**config.mk**
```make
export PLATFORM = sky130hd
export DESIGN_NAME = pbase_decoder
export DESIGN_NICKNAME = d
export VERILOG_FILES = /design/src/rtl/pbase_pkg.sv /design/src/rtl/pbase_sysdec.sv /design/src/rtl/pbase_regs.sv /design/src/rtl/pbase_match.sv /design/src/rtl/pbase_decoder.sv
export SDC_FILE = /design/constraint.sdc
export NUM_CORES = 1
export LEC_CHECK = 0
export BUFFER_PORTS_ARGS = -buffer_cell sky130_fd_sc_hd__buf_2
export CAP_MARGIN = 20
export CORE_AREA = 3 3 72 74
export DETAILED_ROUTE_END_ITERATION = 16
export DIE_AREA = 0 0 75 77
export PLACE_DENSITY = 0.67
export SLEW_MARGIN = 20
export SYNTH_ARGS = -nofsm -noshare
export SYNTH_HDL_FRONTEND = slang
export SYNTH_SLANG_ARGS = --single-unit
```
**constraint.sdc**
```tcl
create_clock -name clk -period 1.35 [get_ports clk]
set_input_delay 0.135 -clock clk [delete_from_list [all_inputs] [get_ports clk]]
set_output_delay 0.135 -clock clk [all_outputs]
set_load 0.05 [all_outputs]
```
**src/rtl/pbase_pkg.sv**
```systemverilog
package pbase_pkg;
    localparam int ADDR_W = 24;
    localparam int FC_W   = 3;
    localparam int DATA_W = 16;
    localparam int PAGE_W = 12;
    localparam int BASE_W = ADDR_W - PAGE_W;

    localparam logic [ADDR_W-1:0] BAR_LOC     = 24'h0000F2;
    localparam logic [ADDR_W-1:0] CTL_LOC     = 24'h0000F4;
    localparam logic [FC_W-1:0]   FC_SUP_DATA = 3'd5;
    localparam logic [FC_W-1:0]   FC_IACK     = 3'd7;
    localparam logic [DATA_W-1:0] BAR_RESET   = 16'hBFFF;

    typedef struct packed {
        logic [FC_W-1:0]   space;
        logic              fc_cmp;
        logic [BASE_W-1:0] base;
    } bar_t;

    typedef struct packed {
        logic              valid;
        logic              rnw;
        logic              hi;
        logic              lo;
        logic [ADDR_W-1:0] addr;
        logic [FC_W-1:0]   fc;
        logic [DATA_W-1:0] wdata;
    } bus_req_t;

    typedef enum logic [1:0] {SEL_NONE, SEL_BAR, SEL_CTL} sel_e;

    function automatic logic [DATA_W-1:0] lane_merge(
        input logic [DATA_W-1:0] cur,
        input logic [DATA_W-1:0] nxt,
        input logic              hi,
        input logic              lo
    );
        logic [DATA_W-1:0] r;
        r = cur;
        if (hi) r[DATA_W-1:DATA_W/2] = nxt[DATA_W-1:DATA_W/2];
        if (lo) r[DATA_W/2-1:0]      = nxt[DATA_W/2-1:0];
        return r;
    endfunction
endpackage

```
**src/rtl/pbase_sysdec.sv**
```systemverilog
module pbase_sysdec
    import pbase_pkg::*;
(
    input  bus_req_t req,
    output sel_e     sel
);
    logic in_sup;
    logic unused_bit0;

    assign in_sup      = req.valid && (req.fc == FC_SUP_DATA);
    assign unused_bit0 = req.addr[0];

    always_comb begin
        sel = SEL_NONE;
        if (in_sup && (req.addr[ADDR_W-1:1] == BAR_LOC[ADDR_W-1:1]))
            sel = SEL_BAR;
        else if (in_sup && (req.addr[ADDR_W-1:1] == CTL_LOC[ADDR_W-1:1]))
            sel = SEL_CTL;
    end
endmodule

```
**src/rtl/pbase_regs.sv**
```systemverilog
module pbase_regs
    import pbase_pkg::*;
(
    input  logic              clk,
    input  logic              total_rst,
    input  logic              narrow_bus,
    input  bus_req_t          req,
    input  sel_e              sel,
    input  logic              conflict,
    output bar_t              bar,
    output logic              armed,
    output logic              conflict_en,
    output logic [DATA_W-1:0] rdata
);
    logic [DATA_W-1:0] bar_q;
    logic              armed_q, flag_q, en_q;
    logic              wr_bar, wr_ctl, clr_req;

    assign wr_bar  = (sel == SEL_BAR) && !req.rnw;
    assign wr_ctl  = (sel == SEL_CTL) && !req.rnw && req.lo;
    assign clr_req = wr_ctl && req.wdata[0];

    always_ff @(posedge clk) begin
        if (total_rst) begin
            bar_q   <= BAR_RESET;
            armed_q <= 1'b0;
            flag_q  <= 1'b0;
            en_q    <= 1'b0;
        end else begin
            if (wr_bar) begin
                bar_q <= lane_merge(bar_q, req.wdata, req.hi, req.lo);
                if (!narrow_bus || req.lo)
                    armed_q <= 1'b1;
            end
            if (wr_ctl)
                en_q <= req.wdata[1];
            if (conflict)
                flag_q <= 1'b1;
            else if (clr_req)
                flag_q <= 1'b0;
        end
    end

    always_comb begin
        rdata = '0;
        if (req.rnw) begin
            if (sel == SEL_BAR)
                rdata = bar_q;
            else if (sel == SEL_CTL)
                rdata = {{(DATA_W-2){1'b0}}, en_q, flag_q};
        end
    end

    assign bar         = bar_t'(bar_q);
    assign armed       = armed_q;
    assign conflict_en = en_q;


    rst_value_chk: assert property (@(posedge clk)
        total_rst |=> (bar_q == BAR_RESET && !armed_q && !flag_q && !en_q));

    bar_hold_chk: assert property (@(posedge clk) disable iff (total_rst)
        !wr_bar |=> $stable(bar_q));

    flag_set_chk: assert property (@(posedge clk) disable iff (total_rst)
        conflict |=> flag_q);

    flag_sticky_chk: assert property (@(posedge clk) disable iff (total_rst)
        (flag_q && !clr_req) |=> flag_q);
endmodule

```
**src/rtl/pbase_match.sv**
```systemverilog
module pbase_match
    import pbase_pkg::*;
(
    input  logic     clk,
    input  logic     total_rst,
    input  bus_req_t req,
    input  bar_t     bar,
    input  logic     armed,
    output logic     hit
);
    logic base_eq, space_ok, legal_fc;
    logic unused_low;

    assign base_eq    = req.addr[ADDR_W-1:PAGE_W] == bar.base;
    assign space_ok   = !bar.fc_cmp || (req.fc == bar.space);
    assign legal_fc   = req.fc != FC_IACK;
    assign unused_low = ^req.addr[PAGE_W-1:0];
    assign hit        = req.valid && armed && legal_fc && base_eq && space_ok;


    iack_nohit_chk: assert property (@(posedge clk) disable iff (total_rst)
        (req.fc == FC_IACK) |-> !hit);

    closed_nohit_chk: assert property (@(posedge clk) disable iff (total_rst)
        !armed |-> !hit);
endmodule

```
**src/rtl/pbase_decoder.sv**
```systemverilog
module pbase_decoder
    import pbase_pkg::*;
(
    input  logic              clk,
    input  logic              rst_in,
    input  logic              halt_in,
    input  logic              narrow_bus,
    input  logic              bus_valid,
    input  logic              bus_rnw,
    input  logic              bus_be_hi,
    input  logic              bus_be_lo,
    input  logic [ADDR_W-1:0] bus_addr,
    input  logic [FC_W-1:0]   bus_fc,
    input  logic [DATA_W-1:0] bus_wdata,
    input  logic              ext_sel,
    output logic [DATA_W-1:0] bus_rdata,
    output logic              win_hit,
    output logic              int_access,
    output logic              cs_inhibit,
    output logic              bus_err
);
    bus_req_t req;
    sel_e     sel;
    bar_t     bar;
    logic     total_rst, armed, conflict_en, conflict;

    assign total_rst = rst_in && halt_in;
    assign req = '{valid: bus_valid, rnw: bus_rnw, hi: bus_be_hi, lo: bus_be_lo,
                   addr: bus_addr, fc: bus_fc, wdata: bus_wdata};

    pbase_sysdec u_sysdec (.req(req), .sel(sel));

    pbase_match u_match (
        .clk(clk), .total_rst(total_rst), .req(req),
        .bar(bar), .armed(armed), .hit(win_hit)
    );

    assign conflict = win_hit && ext_sel;

    pbase_regs u_regs (
        .clk(clk), .total_rst(total_rst), .narrow_bus(narrow_bus),
        .req(req), .sel(sel), .conflict(conflict),
        .bar(bar), .armed(armed), .conflict_en(conflict_en), .rdata(bus_rdata)
    );

    assign cs_inhibit = sel != SEL_NONE;
    assign int_access = win_hit || cs_inhibit;
    assign bus_err    = conflict && conflict_en;


    inhibit_iac_chk: assert property (@(posedge clk) disable iff (total_rst)
        cs_inhibit |-> int_access);

    berr_cause_chk: assert property (@(posedge clk) disable iff (total_rst)
        bus_err |-> (win_hit && ext_sel));
endmodule

```
==> impl_metrics.ini <==
[sta]
finalSetupViolCount = 20
finalHoldViolCount = 0
period_minus_slack_ns = 1.83
finalMaxSlewViolations = 0
worstMarginPinSlew_ns = 0.420
rsz0062_at_grt = true
relSlewSlack = 0.713
min_period_over_period = 1.36
setup_slack_ns = -0.484
finClkSkew_ns = 0.00353
fmax_mhz = 545

[cts]
clock_tree.buffer_depth = 2
h-tree-depth = 1
cts_root_buffer = clkbuf_8
clkTransAtPathRegs_ns = 0.07
numCtsBuffers = 3
cts_tree = built
clk_latency_ns = 0.26
clkSinkCount = 19

[logic_synthesis]
ys.flop_type = dfxtp_1
synth_top_area_frac = 0.275
synth.most_common_cell = nand3_1
synth_edf_count = 0
syn_inst = 169
async_reset_ff_frac = 0
ys_ff_latch = 19
yosysWarningCount = 0
syn_nets = 221
syn_area_per_cell_um2 = 8.20
synthTopCellsByArea = dfxtp_1 27%, nand3_1 13%, xor2_1 9.5%, and2_1 7.2%, o21ai_1 4.0%
syn_area_um2 = 1390
synth_top_cell_by_area = dfxtp_1
yosysSeqAreaShare = 0.275
ys_top_cells_by_count = 35 x nand3_1, 19 x dfxtp_1, 16 x and2_1
synth_cell_types = 37

[grt]
antenna_found_initial = 0
overflow = 0
grt_pass1_vias = 1747
track_usage = 0.177
grt_first_pass_wirelength_um = 7980
grt_max_degree = 22

[floorplanning]
dieWidth_um = 75
dieArea_um2 = 5780
start_util = 0.297
fp-row-count = 25
die_y_um = 77
core_area_um2 = 4660
boundaryPins = 72

[layout]
final_net_count = 346
n_antenna_cell = 0
drive_gt1_frac = 0.594
area_delta_synth_final_pct = 93.0
fin_util = 0.573
finalInstanceArea_um2 = 2670

[power]
pwr-share-comb = 0.224
power.switching_mw = 0.331
swShare = 0.264
leakage_nw = 1.12
p_int_mw = 0.922
pwr-share-clk = 0.329
pwr-share-seq = 0.447
vdd_ir_drop_max_mv = 0.286
power.density_nw_per_um2 = 469

[min_path]
holdPathStages = 3
min-delay-path-class = in2reg
whs_endpoint = u_regs.bar[11]
min_from = bus_wdata[11]

[outcome]
run_status = finished with violations
violations = negative setup slack

[worst_setup_path]
worstSetupPathType = reg2out
r2r-end = u_regs.flag_q
reg2reg_depth = 4
cp.arrival_ns = 1.70
reg2reg_slack_ns = 0.03
start_kind = flop
critPathRequiredTime_ns = 1.22
endpoint_kind = output port
r2r_start = u_regs.bar[11]
cp-startpoint = u_regs.bar[13]
path_max_fanout = 3

[drt]
first_iter_violations = 87
dr.pass1.iters = 4
drt_wl_total_um = 5190
viasPerCell = 5.02
route.detailed.drc = 0
drtAntennaViolNets = 0
wire_per_inst_um = 15.0
vias = 1741

[place]
place_congestion = 0.858
place_area_um2 = 2210
port_buffers = 70
hpwl_um = 4020

[flow_run]
maxCapViolations = 0
==> critical path, stage by stage (launching register included) <==
cell,delay [ns]
dfxtp_1,0.33
xor2_1,0.16
o31ai_1,0.26
buf_4,0.17
nand4_1,0.16
nor3_4,0.17
buf_6,0.18
==> stage by stage <==
stage          setup TNS, ns  setup WS, ns  power [mW]  std cells  hold slack, ns
3_3_place_gp           -9.66        -0.401       0.806        338           0.372
4_1_cts                -5.41        -0.528        1.23        346          0.0978
6_report               -5.84        -0.484        1.25        347          0.0990
5_1_grt                -7.18        -0.598        1.30        347           0.122
3_5_place_dp          -10.68        -0.388       0.809        338           0.372
2_1_floorplan         -0.938        -0.287       0.641        169           0.277
==> cell usage in the layout (no fill, tap or decap), types with 3 or more instances in the layout <==
master / synthesis / routed
and2_4: 0 / 15
and4_1: 3 / 3
buf_2: 4 / 45
buf_4: 1 / 51
buf_6: 2 / 14
buf_8: 0 / 18
clkbuf_8: 0 / 3
dfxtp_1: 19 / 17
nand2_1: 7 / 7
nand3_1: 35 / 32
nand3_2: 0 / 3
nand4_1: 5 / 5
nor4_4: 1 / 4
nor4bb_1: 3 / 3
o21ai_0: 7 / 5
o21ai_1: 11 / 12
xor2_1: 15 / 13
==> flip-flops by register name (all words and copies together), names as in the netlist <==
signal / cells
u_regs.armed: 1
u_regs.bar: 16
u_regs.conflict_en: 1
u_regs.flag_q: 1
==> cells by family after synthesis <==
group	synth area share
compound gates	0.119
xor+xnor	0.0949
buf+inv	0.0470
flops	0.275
mux	0.00723
simple gates	0.457
==> what timing repair did <==
item | in CTS | in global routing
gates resized for setup | 75 | 28
endpoints found under the setup margin | 20 | 26
cloned | 0 | 0
buffers inserted | 4 | 1
pin swaps | 19 | 12
hold buffers | 0 | 0
==> cell type report <==
type,instances,area (µm²)
inverter,2,7.51
fill,415,1990
multi-input combinational,139,1110
sequential,19,383
clock buffer,4,45.0
tap,54,67.6
timing repair buffer,129,1060
==> how the worst max path moves through the flow <==
stage               slack, ns  depth (start not counted)             to
finish                  -0.48                          6        bus_err
global route            -0.60                          6        bus_err
CTS                     -0.53                          6        bus_err
detailed placement      -0.39                          7  bus_rdata[15]
global placement        -0.40                          7  bus_rdata[15]
floorplan               -0.29                          4     int_access
==> power groups by stage <==
stage / Combinational, mW / Sequential (mW) / Clock, mW
floorplan: 0.0676 / 0.573 / 0
global placement: 0.233 / 0.573 / 0
detailed placement: 0.236 / 0.573 / 0
CTS: 0.251 / 0.560 / 0.419
global route: 0.301 / 0.560 / 0.436
finish: 0.281 / 0.560 / 0.413
==> layer usage <==
metal | global-route usage | wire [µm] | up-vias
li1 | - | - | 875
met1 | 0.235 | 2350 | 807
met2 | 0.279 | 2480 | 55
met3 | 0.0315 | 305 | 4
met4 | 0.0658 | 63 | 0
met5 | 0 | 0 | -
Power figures use the tool's default switching activity.
